--- src/rtl/lfb_pkg.sv ---
// Package: shared types of the line-fill read buffer.
// Assumes: nothing beyond SystemVerilog 2017.
package lfb_pkg;

    // Refill sequencer state: waiting for a miss, or collecting burst beats.
    typedef enum logic {
        ST_IDLE = 1'b0,
        ST_FILL = 1'b1
    } lfb_state_t;

endpackage

--- src/rtl/lfb_ctrl.sv ---
// Module: refill sequencer. Starts a burst on a miss, counts incoming beats,
// flags the last one and remembers an invalidate seen mid-refill.
// Assumes: the back end delivers exactly BEATS beats per burst_req pulse,
// in ascending order, one per beat_valid cycle.
module lfb_ctrl
    import lfb_pkg::*;
#(
    parameter int BEATS = 8,
    localparam int CNT_W = $clog2(BEATS)
) (
    input  logic             clk,
    input  logic             rst_n,
    input  logic             lookup_miss,
    input  logic             beat_valid,
    input  logic             invalidate,
    output logic             busy,
    output logic             beat_we,
    output logic [CNT_W-1:0] beat_idx,
    output logic             fill_done,
    output logic             stale,
    output logic             burst_req
);

    localparam logic [CNT_W-1:0] LAST = CNT_W'(BEATS - 1);

    lfb_state_t       state_q;
    logic [CNT_W-1:0] cnt_q;
    logic             stale_q;
    logic             breq_q;

    // Beat acceptance and last-beat detection.
    assign beat_we   = (state_q == ST_FILL) && beat_valid;
    assign fill_done = beat_we && (cnt_q == LAST);
    assign busy      = (state_q == ST_FILL);
    assign beat_idx  = cnt_q;
    assign stale     = stale_q;
    assign burst_req = breq_q;

    // State, beat counter, burst pulse and mid-refill invalidate memory.
    always_ff @(posedge clk) begin
        if (!rst_n) begin
            state_q <= ST_IDLE;
            cnt_q   <= '0;
            stale_q <= 1'b0;
            breq_q  <= 1'b0;
        end else begin
            breq_q <= 1'b0;
            case (state_q)
                ST_IDLE: begin
                    if (lookup_miss) begin
                        state_q <= ST_FILL;
                        cnt_q   <= '0;
                        stale_q <= 1'b0;
                        breq_q  <= 1'b1;
                    end
                end
                default: begin
                    stale_q <= stale_q | invalidate;
                    if (beat_we) begin
                        cnt_q <= cnt_q + 1'b1;
                        if (cnt_q == LAST) begin
                            state_q <= ST_IDLE;
                        end
                    end
                end
            endcase
        end
    end

    AST_BURST_PULSE: assert property (@(posedge clk) disable iff (!rst_n)
        burst_req |=> !burst_req);

endmodule

--- src/rtl/lfb_tag.sv ---
// Module: line tag and valid flag. Compares a lookup tag against the stored
// line, captures the new tag when a refill starts, and validates the line
// after a clean refill.
// Assumes: start and fill_done are never high in the same cycle.
module lfb_tag #(
    parameter int TAG_W = 13
) (
    input  logic             clk,
    input  logic             rst_n,
    input  logic             start,
    input  logic [TAG_W-1:0] lookup_tag,
    input  logic             fill_done,
    input  logic             stale,
    input  logic             invalidate,
    output logic [TAG_W-1:0] tag,
    output logic             hit
);

    logic [TAG_W-1:0] tag_q;
    logic             valid_q;

    // Hit when the stored line is valid and carries the looked-up tag.
    assign hit = valid_q && (tag_q == lookup_tag);
    assign tag = tag_q;

    // Tag capture on a miss, valid update on refill end or invalidate.
    always_ff @(posedge clk) begin
        if (!rst_n) begin
            tag_q   <= '0;
            valid_q <= 1'b0;
        end else if (start) begin
            tag_q   <= lookup_tag;
            valid_q <= 1'b0;
        end else if (fill_done) begin
            valid_q <= !(stale || invalidate);
        end else if (invalidate) begin
            valid_q <= 1'b0;
        end
    end

    AST_INVAL_CLEARS: assert property (@(posedge clk) disable iff (!rst_n)
        invalidate |=> !valid_q);
    AST_VALID_AFTER_FILL: assert property (@(posedge clk) disable iff (!rst_n)
        (fill_done && !stale && !invalidate) |=> valid_q);

endmodule

--- src/rtl/lfb_line.sv ---
// Module: line data store. Writes one 16-bit beat per accepted beat at the
// position given by the beat index, and reads a full word by word offset.
// Assumes: WORD_W is a whole multiple of BEAT_W.
module lfb_line #(
    parameter int WORD_W     = 32,
    parameter int BEAT_W     = 16,
    parameter int LINE_WORDS = 4,
    localparam int HALVES    = WORD_W / BEAT_W,
    localparam int BEATS     = LINE_WORDS * HALVES,
    localparam int CNT_W     = $clog2(BEATS),
    localparam int OFS_W     = $clog2(LINE_WORDS)
) (
    input  logic              clk,
    input  logic              rst_n,
    input  logic              beat_we,
    input  logic [CNT_W-1:0]  beat_idx,
    input  logic [BEAT_W-1:0] beat_data,
    input  logic [OFS_W-1:0]  rd_sel,
    output logic [WORD_W-1:0] rd_word
);

    logic [BEATS*BEAT_W-1:0] line_q;

    // Beat storage: ascending beats fill ascending 16-bit slots.
    always_ff @(posedge clk) begin
        if (!rst_n) begin
            line_q <= '0;
        end else if (beat_we) begin
            line_q[int'(beat_idx)*BEAT_W +: BEAT_W] <= beat_data;
        end
    end

    // Word read: lower beat of a pair is the lower half of the word.
    for (genvar h = 0; h < HALVES; h++) begin : g_half
        assign rd_word[h*BEAT_W +: BEAT_W] =
            line_q[(int'(rd_sel)*HALVES + h)*BEAT_W +: BEAT_W];
    end

endmodule

--- src/rtl/lfb_read_buffer.sv ---
// Module: single-line read buffer between a DSP read port and a 16-bit
// burst back end. Hits are answered combinationally; misses stall the
// request, fetch the whole line as one burst, then complete.
// Assumes: the processor holds rd_req/rd_addr while rd_stall is high; the
// address MSB selects the external window; the back end answers every
// burst_req with BEATS ascending beats.
module lfb_read_buffer #(
    parameter int PADDR_W    = 16,
    parameter int WORD_W     = 32,
    parameter int BEAT_W     = 16,
    parameter int LINE_WORDS = 4,
    localparam int ADDR_W    = PADDR_W - 1,
    localparam int OFS_W     = $clog2(LINE_WORDS),
    localparam int HALVES    = WORD_W / BEAT_W,
    localparam int BEATS     = LINE_WORDS * HALVES,
    localparam int CNT_W     = $clog2(BEATS),
    localparam int TAG_W     = ADDR_W - OFS_W,
    localparam int HALF_SH   = $clog2(HALVES),
    localparam int BADDR_W   = ADDR_W + HALF_SH
) (
    input  logic               clk,
    input  logic               rst_n,
    input  logic               rd_req,
    input  logic [PADDR_W-1:0] rd_addr,
    output logic [WORD_W-1:0]  rd_data,
    output logic               rd_valid,
    output logic               rd_stall,
    input  logic               invalidate,
    output logic               burst_req,
    output logic [BADDR_W-1:0] burst_addr,
    input  logic               beat_valid,
    input  logic [BEAT_W-1:0]  beat_data
);

    logic             in_win;
    logic [TAG_W-1:0] lookup_tag;
    logic [TAG_W-1:0] line_tag;
    logic             hit;
    logic             busy;
    logic             lookup_miss;
    logic             beat_we;
    logic [CNT_W-1:0] beat_idx;
    logic             fill_done;
    logic             stale;

    // Address split: window bit, line tag, word offset.
    assign in_win     = rd_addr[ADDR_W];
    assign lookup_tag = rd_addr[ADDR_W-1:OFS_W];

    // Processor handshake: complete on an idle hit, otherwise stall.
    assign lookup_miss = rd_req && in_win && !busy && !hit;
    assign rd_valid    = rd_req && in_win && !busy && hit;
    assign rd_stall    = rd_req && in_win && !rd_valid;

    // Burst start address: line-aligned word offset in 16-bit beat units.
    assign burst_addr = {line_tag, {(OFS_W + HALF_SH){1'b0}}};

    lfb_ctrl #(
        .BEATS(BEATS)
    ) u_ctrl (
        .clk        (clk),
        .rst_n      (rst_n),
        .lookup_miss(lookup_miss),
        .beat_valid (beat_valid),
        .invalidate (invalidate),
        .busy       (busy),
        .beat_we    (beat_we),
        .beat_idx   (beat_idx),
        .fill_done  (fill_done),
        .stale      (stale),
        .burst_req  (burst_req)
    );

    lfb_tag #(
        .TAG_W(TAG_W)
    ) u_tag (
        .clk       (clk),
        .rst_n     (rst_n),
        .start     (lookup_miss),
        .lookup_tag(lookup_tag),
        .fill_done (fill_done),
        .stale     (stale),
        .invalidate(invalidate),
        .tag       (line_tag),
        .hit       (hit)
    );

    lfb_line #(
        .WORD_W    (WORD_W),
        .BEAT_W    (BEAT_W),
        .LINE_WORDS(LINE_WORDS)
    ) u_line (
        .clk      (clk),
        .rst_n    (rst_n),
        .beat_we  (beat_we),
        .beat_idx (beat_idx),
        .beat_data(beat_data),
        .rd_sel   (rd_addr[OFS_W-1:0]),
        .rd_word  (rd_data)
    );

    AST_HIT_NO_BURST: assert property (@(posedge clk) disable iff (!rst_n)
        rd_valid |=> !burst_req);
    AST_BURST_ONLY_AFTER_MISS: assert property (@(posedge clk) disable iff (!rst_n)
        burst_req |-> $past(rd_req && rd_addr[ADDR_W]));

endmodule

--- config.mk ---
export PLATFORM = sky130hd
export DESIGN_NAME = lfb_read_buffer
export DESIGN_NICKNAME = d
export VERILOG_FILES = /design/src/rtl/lfb_pkg.sv /design/src/rtl/lfb_ctrl.sv /design/src/rtl/lfb_tag.sv /design/src/rtl/lfb_line.sv /design/src/rtl/lfb_read_buffer.sv
export SDC_FILE = /design/constraint.sdc
export NUM_CORES = 1
export LEC_CHECK = 0
export CAP_MARGIN = 20
export CORE_MARGIN = 2
export CORE_UTILIZATION = 40
export CTS_BUF_LIST = sky130_fd_sc_hd__clkbuf_8
export DETAILED_ROUTE_END_ITERATION = 8
export PLACE_DENSITY_LB_ADDON = 0.2
export SYNTH_ARGS = -nofsm -noshare
export SYNTH_HDL_FRONTEND = slang
export SYNTH_SLANG_ARGS = --single-unit
--- constraint.sdc ---
create_clock -name clk -period 5 [get_ports clk]
set_input_delay 1.25 -clock clk [delete_from_list [all_inputs] [get_ports clk]]
set_output_delay 1.25 -clock clk [all_outputs]
set_load 0.005 [all_outputs]
==> flow_metrics.py <==
metrics = {
    "outcome": {
        "status": "finished clean",
    },
    "timing": {
        "slew_headroom": 0.4271,
        "layout_setup_ws_ns": 0.4565,
        "tightest_slew_ns": 0.8569,
        "rsz0062_at_grt": "no",
        "setup_viol": 0,
        "fin_crit_ns": 4.543,
        "hold_violations": 0,
        "fmax_mhz": 220.1,
        "fin_crit_sh": 0.9087,
        "setup_tns_ns": 0,
        "skew_ns": 0.008705,
        "finalMaxSlewViolations": 0,
    },
    "synth": {
        "ys.warnings.count": 0,
        "ys_types": 40,
        "syn_inst": 747,
        "syn_area_per_cell_sq_um": 9.311,
        "netlist_area_sq_mm": 0.006955,
        "synth_seq_cells": 148,
        "ys_seq_area_frac": 0.4260,
    },
    "final_layout": {
        "syn2layout_area_growth_pct": 19.95,
        "multi_input_area_sq_mm": 0.003636,
        "antenna_cells": 0,
        "fillers": 1608,
        "nNetsFinal": 832,
        "final_cell_area_sq_mm": 0.008343,
        "register_area_sq_mm": 0.002963,
        "drive_above_1_share": 0.1146,
    },
    "clock_tree": {
        "clockBufferDepth": 2,
        "cts_tree": "built",
        "numCtsBuffers": 17,
        "cts_resized": 0,
        "post_cts_buffers": 0,
        "clk_latency_ns": 0.46,
        "numClockSinks": 148,
        "cts_hold_buffers": 0,
        "path_clk_slew_ns": 0.08,
        "h-tree-depth": 4,
        "cts_root_buffer": "clkbuf_8",
    },
    "die": {
        "die_w_um": 135.9,
        "num_rows": 48,
        "dieArea_sq_mm": 0.01846,
        "coreArea_sq_mm": 0.01718,
        "initial_core_util": 0.4049,
        "die_h_um": 135.9,
        "num_io_pins": 88,
    },
    "global_route": {
        "grt_pass1_wl_um": 29480,
        "grt_overflow": 0,
        "grt_pass1_vias": 5662,
        "grt.total_usage": 0.2100,
        "grt_max_degree": 73,
        "antenna_found_initial": 0,
    },
    "worst_hold_path": {
        "hold_path_class": "reg2reg",
        "min_path_cells": 2,
    },
    "drt": {
        "vias": 5689,
        "postRouteWirelength_um": 18980,
        "routed_via_density": 5.534,
        "ant_nets": 0,
        "remaining_drc_errors": 0,
        "drt-wirelength-per-cell_um": 18.46,
        "drt_iter0_drc": 337,
        "drtPass1Iterations": 5,
    },
    "power_and_ir_drop": {
        "intPower_mw": 1.929,
        "seqPwrFrac": 0.478,
        "p_leak_nw": 2.734,
        "p_comb_frac": 0.074,
        "peakVddDrop_v": 0.0001627,
        "totalPowerFinal_mw": 2.509,
        "power_frac_clock": 0.448,
        "power_switching_mw": 0.5799,
        "swShare": 0.2311,
        "pwr_density_cell_mw_per_mm2": 300.8,
    },
    "setup_path": {
        "arrival_ns": 3.29,
        "reg2reg_depth": 7,
        "crit_path_frequent_cell": "clkdlybuf4s50_1",
        "cp_max_fo": 3,
        "critPathMaxStageDelay_ns": 0.57,
        "crit_path_end_kind": "output pin",
        "crit_required_ns": 3.75,
        "slowest_stage": "or4_4",
        "start_kind": "input port",
        "crit_type": "in2out",
        "crit_chain": "clkdlybuf4s50_1 > xnor2_1 > nand4_1 > or4_4 > nor3_1 > clkdlybuf4s50_1",
    },
    "placed_design": {
        "dpl.hpwl_um": 11610,
        "gp_congestion": 0.7954,
        "place_area_sq_mm": 0.007840,
        "place_ws_ns": 0.4644,
        "port_buffers": 84,
    },
    "run": {
        "drv_cap": 0,
    },
}
## cells in the mapped netlist
cell type | count | area share
nand2_1 | 149 | 0.080
dfxtp_1 | 148 | 0.43
nand3_1 | 118 | 0.085
a21boi_0 | 107 | 0.12
clkbuf_1 | 47 | 0.025
mux4_2 | 32 | 0.10
mux2i_1 | 29 | 0.042
nor2b_1 | 18 | 0.016
xnor2_1 | 13 | 0.016
buf_4 | 11 | 0.012
nor2_1 | 11 | 0.0059
buf_2 | 10 | 0.0072
a21boi_1 | 5 | 0.0054
ha_1 | 5 | 0.0090
and2_1 | 4 | 0.0036
nand4_1 | 4 | 0.0036
nor3_1 | 4 | 0.0029
buf_1 | 3 | 0.0016
a21oi_1 | 2 | 0.0014
buf_6 | 2 | 0.0032
clkbuf_2 | 2 | 0.0014
inv_1 | 2 | 0.0011
nand2b_1 | 2 | 0.0018
nor2_4 | 2 | 0.0032
o22ai_1 | 2 | 0.0018
and3_1 | 1 | 0.00090
conb_1 | 1 | 0.00054
inv_2 | 1 | 0.00054
nand2_4 | 1 | 0.0016
nand2b_4 | 1 | 0.0020
nor2_2 | 1 | 0.00090
nor3_4 | 1 | 0.0023
nor3b_2 | 1 | 0.0018
nor3b_4 | 1 | 0.0027
nor4_4 | 1 | 0.0031
nor4b_4 | 1 | 0.0034
o21a_1 | 1 | 0.0011
o21ai_0 | 1 | 0.00072
or3_4 | 1 | 0.0016
or4_4 | 1 | 0.0016
## cells in the final DEF (no fill, tap or decap), drive strengths merged, types with 2 or more instances in the layout
cell type,netlist,final
bufinv,0,6
nor2b,18,18
nand3,118,118
a21boi,112,112
mux2i,29,29
nor3b,2,2
nor3,5,5
nor2,14,14
buf,26,15
nand4,4,4
conb,1,3
clkinv,0,3
nand2b,3,3
clkdlybuf4s50,0,82
and2,4,4
mux4,32,32
xnor2,13,13
clkinvlp,0,4
clkbuf,49,17
ha,5,5
inv,3,5
o22ai,2,2
a21oi,2,2
dfxtp,148,148
nand2,150,150
## path summary, 6_finish.rpt
path,from,endpoint,slack (ns)
setup / recovery,rd_addr[5],rd_valid,0.46
setup reg to reg,u_ctrl.beat_idx[0],u_line.line_q[78],2.19
hold reg to reg,u_line.line_q[121],u_line.line_q[121],0.46
hold / removal,u_line.line_q[121],u_line.line_q[121],0.46
## power groups by stage
stage	Clock [mW]	Combinational (mW)	Sequential [mW]
floorplan	0	0.117	1.22
global placement	0	0.181	1.23
detailed placement	0	0.184	1.23
CTS	1.15	0.185	1.20
global route	1.20	0.199	1.20
finish	1.12	0.185	1.20
## worst max-delay path, delay by kind of cell
kind / cells / cell delay (ns)
XOR/XNOR: 1 / 0.13
AND/OR/NAND/NOR: 3 / 0.88
buffers and inverters: 2 / 1.03
## final cells by class
cell class	instances	area share
clock inverters	15	0.03044
repair buffers	97	0.1155
multi-input cells	523	0.4358
clock buffers	17	0.02804
flip-flops and latches	148	0.3551
well taps	225	0.03374
inverters	3	0.001350
## stage by stage
stage               hold slack [ns]  instances  utilization
finish                       0.4587       1028       0.4857
global route                 0.4851       1028       0.4857
CTS                          0.4570       1027       0.4848
detailed placement           0.4452        995       0.4564
global placement             0.4347        995       0.4564
floorplan                    0.4276        749            -
## state kept, by name (all words and copies together) (netlist names)
name and cells:
u_ctrl.busy 1, u_ctrl.beat_idx 3, u_line.line_q 128, u_ctrl.burst_req 1
u_tag.tag 13, u_ctrl.stale 1, u_tag.valid_q 1
## per-layer routing
layer	GRT usage	vias up	part of all wire
met4	0.07870	0	0.014
met2	0.3659	179	0.50
met5	0	-	0
met1	0.2504	2817	0.43
li1	-	2669	-
met3	0.05183	24	0.054
## kinds of logic (layout without fill, tap and decap cells)
logic type / Yosys count / in the layout / share of synthesized area
other cells: 1 / 3 / 0.0005391
xor+xnor: 13 / 13 / 0.01637
compound gates: 118 / 118 / 0.1259
fa+ha+maj: 5 / 5 / 0.008994
mux: 61 / 61 / 0.1453
buf+inv: 78 / 132 / 0.05235
flops: 148 / 148 / 0.4260
simple gates: 323 / 323 / 0.2245
Note: power is estimated with default switching activity, not from simulation.
